`src/rtl/serial_audio_port.sv`:
```
module serial_audio_port #(
  parameter int SW = 24,
  parameter int CW = 6
) (
  input  logic          clk,
  input  logic          rst_n,
  input  logic          bclk,
  input  logic          lrck,
  input  logic          sdin,
  input  logic [1:0]    fmt,
  input  logic [1:0]    wlen,
  input  logic          frame64,
  input  logic          bclk_inv,
  input  logic [SW-1:0] tx_left,
  input  logic [SW-1:0] tx_right,
  output logic [SW-1:0] rx_left,
  output logic [SW-1:0] rx_right,
  output logic          frame_strobe,
  output logic          sdout
);
  localparam logic [1:0] FMT_LSB = 2'd1;
  localparam logic [1:0] FMT_I2S = 2'd2;

  logic bc_s, bc_d, lr_s, di_s;
  logic lr_last, seen, have_left;
  logic [CW-1:0] cnt, slot_n, half, wbits, start;
  logic [SW-1:0] acc, hold, mask, word, src;
  logic signed [CW+1:0] k;
  logic rise, fall, chg, inword, left_lvl;
  int bp;

  always_ff @(posedge clk) begin
    if (!rst_n) begin
      bc_s <= 1'b1;
      bc_d <= 1'b1;
      lr_s <= 1'b0;
      di_s <= 1'b0;
    end else begin
      bc_s <= bclk ^ bclk_inv;
      bc_d <= bc_s;
      lr_s <= lrck;
      di_s <= sdin;
    end
  end

  assign rise     = bc_s & ~bc_d;
  assign fall     = ~bc_s & bc_d;
  assign chg      = lr_s != lr_last;
  assign left_lvl = (fmt != FMT_I2S);
  assign half     = frame64 ? CW'(32) : CW'(24);
  assign wbits    = (wlen == 2'd0) ? CW'(16) : (wlen == 2'd1) ? CW'(20) : CW'(SW);
  assign start    = (fmt == FMT_I2S) ? CW'(1) : (fmt == FMT_LSB) ? half - wbits : '0;
  assign slot_n   = chg ? '0 : ((cnt == '1) ? cnt : cnt + 1'b1);

  always_comb begin
    k      = $signed({2'b00, slot_n}) - $signed({2'b00, start});
    inword = (k >= 0) && (k < $signed({2'b00, wbits}));
    bp     = SW - 1 - int'(k);
    mask   = inword ? (SW'(1) << bp) : '0;
  end

  always_ff @(posedge clk) begin
    frame_strobe <= 1'b0;
    if (!rst_n) begin
      lr_last   <= 1'b0;
      cnt       <= '0;
      seen      <= 1'b0;
      have_left <= 1'b0;
      acc       <= '0;
      rx_left   <= '0;
      rx_right  <= '0;
    end else if (rise) begin
      lr_last <= lr_s;
      cnt     <= slot_n;
      acc     <= (chg ? '0 : acc) | (di_s ? mask : '0);
      if (chg) begin
        seen <= 1'b1;
        if (seen) begin
          if (lr_last == left_lvl) begin
            rx_left   <= acc;
            have_left <= 1'b1;
          end else begin
            rx_right  <= acc;
            have_left <= 1'b0;
            frame_strobe <= have_left;
          end
        end
      end
    end
  end

  assign word = (lr_s == left_lvl) ? tx_left : tx_right;
  assign src  = chg ? word : hold;

  always_ff @(posedge clk) begin
    if (!rst_n) begin
      hold  <= '0;
      sdout <= 1'b0;
    end else if (fall) begin
      if (chg) hold <= word;
      sdout <= |(src & mask);
    end
  end
endmodule


```
`config.mk`:
```
export PLATFORM = sky130hd
export DESIGN_NAME = serial_audio_port
export DESIGN_NICKNAME = d
export VERILOG_FILES = /design/src/rtl/serial_audio_port.sv
export SDC_FILE = /design/constraint.sdc
export NUM_CORES = 1
export LEC_CHECK = 0
export BUFFER_PORTS_ARGS = -buffer_cell sky130_fd_sc_hd__buf_4
export CORE_ASPECT_RATIO = 0.9
export CORE_MARGIN = 2
export CORE_UTILIZATION = 55
export DETAILED_ROUTE_END_ITERATION = 12
export GPL_ROUTABILITY_DRIVEN = 0
export GPL_TIMING_DRIVEN = 0
export PLACE_DENSITY = 0.84
export SETUP_SLACK_MARGIN = 0.4
export SLEW_MARGIN = 30
export SYNTH_ARGS = -nofsm -noshare
export SYNTH_HDL_FRONTEND = slang
export SYNTH_SLANG_ARGS = --single-unit
```
`constraint.sdc`:
```
create_clock -name clk -period 7.5 [get_ports clk]
set_input_delay 0.75 -clock clk [delete_from_list [all_inputs] [get_ports clk]]
set_output_delay 0.75 -clock clk [all_outputs]
set_load 0.03 [all_outputs]
```
=== Word level (Yosys, flattened, before mapping) ===
Cells that the tools add are included.

* Add/subtract/negate cells: 4
* $lt $le $gt $ge: 2
* Eq/ne operators: 8
* Shift-type cells: 1
* Muxes and demuxes: 13
* Bitwise gates (word level): 12
* Reductions and logical operators: 8

{| class="wikitable"
|+ Operator list
! cell !! count
|-
| two-way mux 24 bit || 5
|-
| << shifter 1 x 32 -> 24 bit, first input constant || 1
|-
| two-way mux 6 bit || 5
|-
| AND 24 bit || 1
|-
| OR 24 bit || 1
|-
| OR reduction 24 bit || 1
|-
| two-way mux 4 bit || 2
|-
| AND reduction 4 bit || 2
|-
| subtractor 6 x 7 -> 8 bit, first input constant || 1
|-
| greater-or-equal comparator 7 x 1 -> 1 bit, second input constant || 1
|-
| less-than comparator 7 x 6 -> 1 bit || 1
|-
| inverter 1 bit || 7
|-
| subtractor 6 x 6 -> 7 bit || 1
|-
| adder 6 x 1 -> 6 bit, second input constant || 1
|-
| == test 6 bit, second input constant || 1
|-
| subtractor 6 x 5 -> 6 bit || 1
|-
| OR reduction 5 bit || 1
|-
| == test 2 x 1 -> 1 bit, second input constant || 2
|-
| AND reduction 3 bit || 1
|-
| AND 1 bit || 2
|-
| == test 1 bit || 2
|-
| == test 2 bit, second input constant || 1
|-
| zero test 2 bit || 1
|-
| inequality test 2 bit, second input constant || 1
|-
| other kinds (5) || 5
|}

* Bits in registers: 111
* Input port bits: 59
* Output and inout port bits: 50
* Logic and storage cells: 62

=== Depth between registers and ports, before layout ===
* Depth in word-level cells: 12
* Depth in mapped cells: 24
* Gate-level depth less buffers: 23

=== Worst setup path after synthesis ===
Ideal clock, no wire load.

* Kind: reg-to-reg
* From: reg lr_s
* To: reg sdout
* Setup time: 121 ps
* Arrival: 4,480 ps
* Data required time: 7,379 ps
* Path slack: 2,899 ps
* Cell stages (with the launch flop): 20
* Path buffers: 4
* Path through: dfxtp_1 > buf_4 > xor2_1 > buf_2 > clkbuf_1 > clkbuf_1 > a21oi_1 > ha_1 > o21ai_1 > a21oi_1 > or2_2 > a32oi_2 > nor3_1 > ha_1 > nor2b_1 > o211a_1 > a221o_1 > o311a_1 > o31ai_2 > a21oi_1

* Word-level cells in the longest chain between the ends: 8
* Elaborated cells between the ends (all ways): 14
* Those cells by class: 2 x add/sub; 2 x order compare; 2 x eq/ne; 1 x shift; 4 x mux; 1 x bitwise; 2 x reduce/logical

{| class="wikitable"
|+ RTL lines
! element !! RTL line !! text
|-
| start: declaration || 24 || <nowiki>logic bc_s, bc_d, lr_s, di_s;</nowiki>
|-
| start signal: assignment || 41 || <nowiki>lr_s <= lrck;</nowiki>
|-
| inequality test 1 bit (*) || 48 || <nowiki>assign chg = lr_s != lr_last;</nowiki>
|-
| two-way mux 6 bit (*) || 53 || <nowiki>assign slot_n = chg ? '0 : ((cnt == '1) ? cnt : cnt + 1'b1);</nowiki>
|-
| via slot_n[2] || 26 || <nowiki>logic [CW-1:0] cnt, slot_n, half, wbits, start;</nowiki>
|-
| subtractor 6 x 6 -> 7 bit (*) || 56 || <nowiki>k = $signed({2'b00, slot_n}) - $signed({2'b00, start});</nowiki>
|-
| subtractor 6 x 7 -> 8 bit (tied with other cells) || 58 || <nowiki>bp = SW - 1 - int'(k);</nowiki>
|-
| << shifter 1 x 32 -> 24 bit or logical AND 1 bit (tied branches) || 59, 57 ||
|-
| two-way mux 24 bit (*) || 59 || <nowiki>mask = inword ? (SW'(1) << bp) : '0;</nowiki>
|-
| AND 24 bit (*) || 101 || <nowiki>sdout <= |(src & mask);</nowiki>
|-
| OR reduction 24 bit (*) || 101 ||
|-
| end signal: assignment || 101 ||
|-
| end: declaration || 19 || <nowiki>output logic sdout</nowiki>
|}

Mark *: on every way through the listed nets, which the timed path passes. The rest lies on a longest branch.
A chain may end at the register's enable or synchronous reset.

=== Worst setup path in the final report ===
Same ends and word-level chain as after synthesis.

==> results.toml <==
[status]
run_status = "complete, no violations"

[global_route]
largest_net_degree_at_the_start_of_global_routing = 21
global_route.usage.total_pct = 27.6
first_global_vias = 5159
initial_antenna_violation_count = 0
global_route.peak_usage_layer = "met2"
grt_remaining_overflow = 0
met3_usage_pct = 4.57
groute.layer.met2.usage_pct = 45.4
groute.layer.met1.usage_pct = 36.2
global_route_wire_length_before_repair_um = 25100

[logic_synthesis]
synth.yosys.seq_area_share_pct = 38.8
post_synth_xor_area_fraction_pct = 2.75
ys_ff_latch = 111
synthesized_area_fraction_occupied_by_ao_oa_aoi_and_oai_cells_pct = 23.2
yosys_most_used_dff = "sky130_fd_sc_hd__dfxtp_1"
basic_gate_share_of_the_synthesized_area_counting_and_or_nand_and_nor_cells_pct = 21.2
synth_top_family_by_area = "compound AO/OA/AOI/OAI gates"
mappedNetlistArea_um2 = 5730
synth_edf_count = 0
mux_share_of_post_synthesis_cell_area_pct = 6.33
netlist_instances = 680
asyncSetResetFlopFracSynth_pct = 0
synth.lib_cells_used.distinct = 62
synth_fa_ha_area_share_pct = 2.97
synthesis.area_per_instance_um2 = 8.42
synth_fp_nets = 752
synth_warnings = 0

[sta]
final_min_period_over_clock_period_pct = 74.4
relSlewSlack_pct = 40.3
finalHoldViolCount = 0
final.min_clock_period_ns = 5.58
rsz_0062_raised_after_global_routing = "false"
timing.clock.skew_ns = 0.00795
final_total_negative_setup_slack_ns = 0
final_setup_viols = 0
fmax_ghz = 0.179
timing_worst_slew_pin_value_ns = 0.889
final_max_slew_viol_count = 0

[min_path]
hold_crit_path_type = "flop to flop"
worst_hold_path.num_cells = 2

[worst_setup_path]
cp_max_fo = 10
ff2ff_path_depth = 22
critical_path_arrival_ns = 5.86
end_kind = "flop"
worst-endpoint-required_ns = 7.78
start_kind = "flop"
timing.setup.critical_path_class = "flop to flop"

[cts]
post_cts_resized = 0
clkSlewWorstSetupHoldPaths_ns = 0.08
post_cts_hold_buffer_count = 0
number_of_buffers_on_the_longest_clock_path = 2
h-tree-depth = 3
cts_made_buffers = 9
cts_tree = "yes"
worst_skew_pair.late_latency_ns = 0.35
cts_setup_buffers = 0
cts_num_sinks = 111
cts.root.buffer_cell = "sky130_fd_sc_hd__clkbuf_16"

[placement]
detailed_place_hpwl_um = 11400
numPlacedInstances = 916
number_of_input_and_output_port_buffers_inserted = 107

[layout]
fin_nets = 870
post_layout_nonfiller_instances = 932
fillers = 794
antenna-diode-count = 0
synthToLayoutAreaGrowth_pct = 22.5
layout_cell_share_with_drive_strength_beyond_1_pct = 18.9
most_common_cell_after_layout_fill_and_taps_aside = "sky130_fd_sc_hd__nand2_1"
final_cell_mix = "sky130_fd_sc_hd__nand2_1 (157), sky130_fd_sc_hd__dfxtp_1 (111), sky130_fd_sc_hd__buf_4 (109)"

[die]
die_width_um = 112
die_ar_um2 = 11200
fp.coreArea_um2 = 10200
num_io_pins = 109
dieHeight_um = 101
row_count = 35
initial_utilization_pct = 56.1

[detailed_routing]
drt_drc_violations_left = 0
postRouteWirelength_um = 15500
drtPass1Iterations = 6
dr.first_iter.drc_count = 535
antenna_left = 0
wl_per_cell_um = 16.6
avgViaCountPerCell = 5.87
route.vias.total = 5472

[power_and_ir_drop]
peakVddDrop_mv = 0.154
power_leakage_nw = 2.73
power_dens_cells_nw_per_um2 = 189

[run]
max_cap_viol_count = 0
worst max-delay path, stage by stage (launching register included):
cell,delay (ns)
sky130_fd_sc_hd__dfxtp_1,0.32
sky130_fd_sc_hd__buf_4,0.17
sky130_fd_sc_hd__xor2_1,0.43
sky130_fd_sc_hd__buf_2,0.34
sky130_fd_sc_hd__clkbuf_1,0.37
sky130_fd_sc_hd__clkbuf_1,0.46
sky130_fd_sc_hd__a21oi_1,0.13
sky130_fd_sc_hd__ha_1,0.41
sky130_fd_sc_hd__o22ai_1,0.22
sky130_fd_sc_hd__xor2_1,0.22
sky130_fd_sc_hd__inv_1,0.18
sky130_fd_sc_hd__ha_1,0.32
sky130_fd_sc_hd__a21oi_1,0.12
sky130_fd_sc_hd__nor2_1,0.05
sky130_fd_sc_hd__nor3_1,0.14
sky130_fd_sc_hd__ha_1,0.29
sky130_fd_sc_hd__nor2b_1,0.34
sky130_fd_sc_hd__nand2_1,0.18
sky130_fd_sc_hd__a211oi_1,0.24
sky130_fd_sc_hd__a311oi_1,0.10
sky130_fd_sc_hd__o22ai_1,0.25
sky130_fd_sc_hd__o31ai_2,0.08
sky130_fd_sc_hd__a21oi_1,0.13
cells in the mapped netlist (3+ instances only):
| cell | count | area, um2 |
|---|---|---|
| sky130_fd_sc_hd__nand4_1 | 10 | 62.6 |
| sky130_fd_sc_hd__nand2b_1 | 5 | 31.3 |
| sky130_fd_sc_hd__xor2_1 | 5 | 43.8 |
| sky130_fd_sc_hd__mux4_2 | 3 | 67.6 |
| sky130_fd_sc_hd__mux2_2 | 3 | 33.8 |
| sky130_fd_sc_hd__nor2b_1 | 32 | 200 |
| sky130_fd_sc_hd__a32oi_1 | 17 | 149 |
| sky130_fd_sc_hd__o21ai_0 | 23 | 115 |
| sky130_fd_sc_hd__ha_1 | 12 | 150 |
| sky130_fd_sc_hd__mux2i_1 | 25 | 250 |
| sky130_fd_sc_hd__and3_1 | 6 | 37.5 |
| sky130_fd_sc_hd__nand2_1 | 157 | 589 |
| sky130_fd_sc_hd__clkbuf_1 | 39 | 146 |
| sky130_fd_sc_hd__nor2_1 | 28 | 105 |
| sky130_fd_sc_hd__nand3_1 | 9 | 45.0 |
| sky130_fd_sc_hd__dfxtp_1 | 111 | 2220 |
| sky130_fd_sc_hd__xnor2_1 | 8 | 70.1 |
| sky130_fd_sc_hd__nor3_1 | 4 | 20.0 |
| sky130_fd_sc_hd__o21ai_1 | 3 | 15.0 |
| sky130_fd_sc_hd__inv_1 | 11 | 41.3 |
| sky130_fd_sc_hd__o211ai_1 | 6 | 45.0 |
| sky130_fd_sc_hd__a21oi_1 | 22 | 110 |
| sky130_fd_sc_hd__a21o_1 | 3 | 22.5 |
| sky130_fd_sc_hd__a211oi_1 | 6 | 45.0 |
| sky130_fd_sc_hd__a31oi_1 | 5 | 31.3 |
| sky130_fd_sc_hd__buf_2 | 4 | 20.0 |
| sky130_fd_sc_hd__a21boi_0 | 74 | 556 |
| sky130_fd_sc_hd__o211a_1 | 3 | 30.0 |
| sky130_fd_sc_hd__and2_1 | 5 | 31.3 |
cell type report:
type	instances	area, um2	area share [%]
buffer	50	231	3.30
clock buffer	10	239	3.41
clock inverter	6	83.8	1.19
inverter	11	41.3	0.589
multi-input combinational	508	3230	46.1
sequential	111	2220	31.7
tap	129	161	2.30
timing repair buffer	107	803	11.4
metal layers:
metal	vias to the layer above	share of wire [%]
met3	56	7.4
met5	-	0
met1	2536	43
met2	279	46
met4	0	3.6
li1	2601	-
state kept, by name, indices dropped and copies added, names as in the netlist:
signal / count
have_left: 1
frame_strobe: 1
rx_left: 24
hold: 24
lr_s: 1
cnt: 6
lr_last: 1
bc_d: 1
sdout: 1
di_s: 1
acc: 24
rx_right: 24
bc_s: 1
seen: 1
per-stage QoR:
| step | utilization, % | hold WS (ns) | worst slack [ns] | power (W) | instance area, um2 |
|---|---|---|---|---|---|
| global placement | 65.6 | 0.452 | 2.23 | 0.000816 | 6690 |
| global route | 68.8 | 0.490 | 1.58 | 0.00137 | 7020 |
| detailed placement | 65.6 | 0.458 | 2.18 | 0.000823 | 6690 |
| finish | 68.8 | 0.465 | 1.92 | 0.00133 | 7020 |
| floorplan | - | 0.444 | 2.90 | 0.000754 | 5730 |
| CTS | 68.8 | 0.469 | 2.09 | 0.00133 | 7020 |
worst paths after layout:
kind | from | end | slack (ns)
min reg2reg | rx_left[19] | rx_left[19] | 0.46
min | rx_left[19] | rx_left[19] | 0.46
max reg2reg | lr_s | sdout | 1.92
max | lr_s | sdout | 1.92
where the power goes:
part / leakage [nW] / switching, W / internal [W]
logic: 1.67 / 0.000126 / 0.0000897
registers: 0.896 / 0.00000530 / 0.000596
clock network: 0.158 / 0.000235 / 0.000277
cells by family after synthesis:
kind of cell,after synthesis
xor gates and xnor gates,15
AOI/OAI and AO/OA,181
muxes,32
DFF,111
and+or+nand+nor,267
adders and majority gates,13
buffers and inverters,61
No activity file was read; power rests on OpenSTA's default activity.
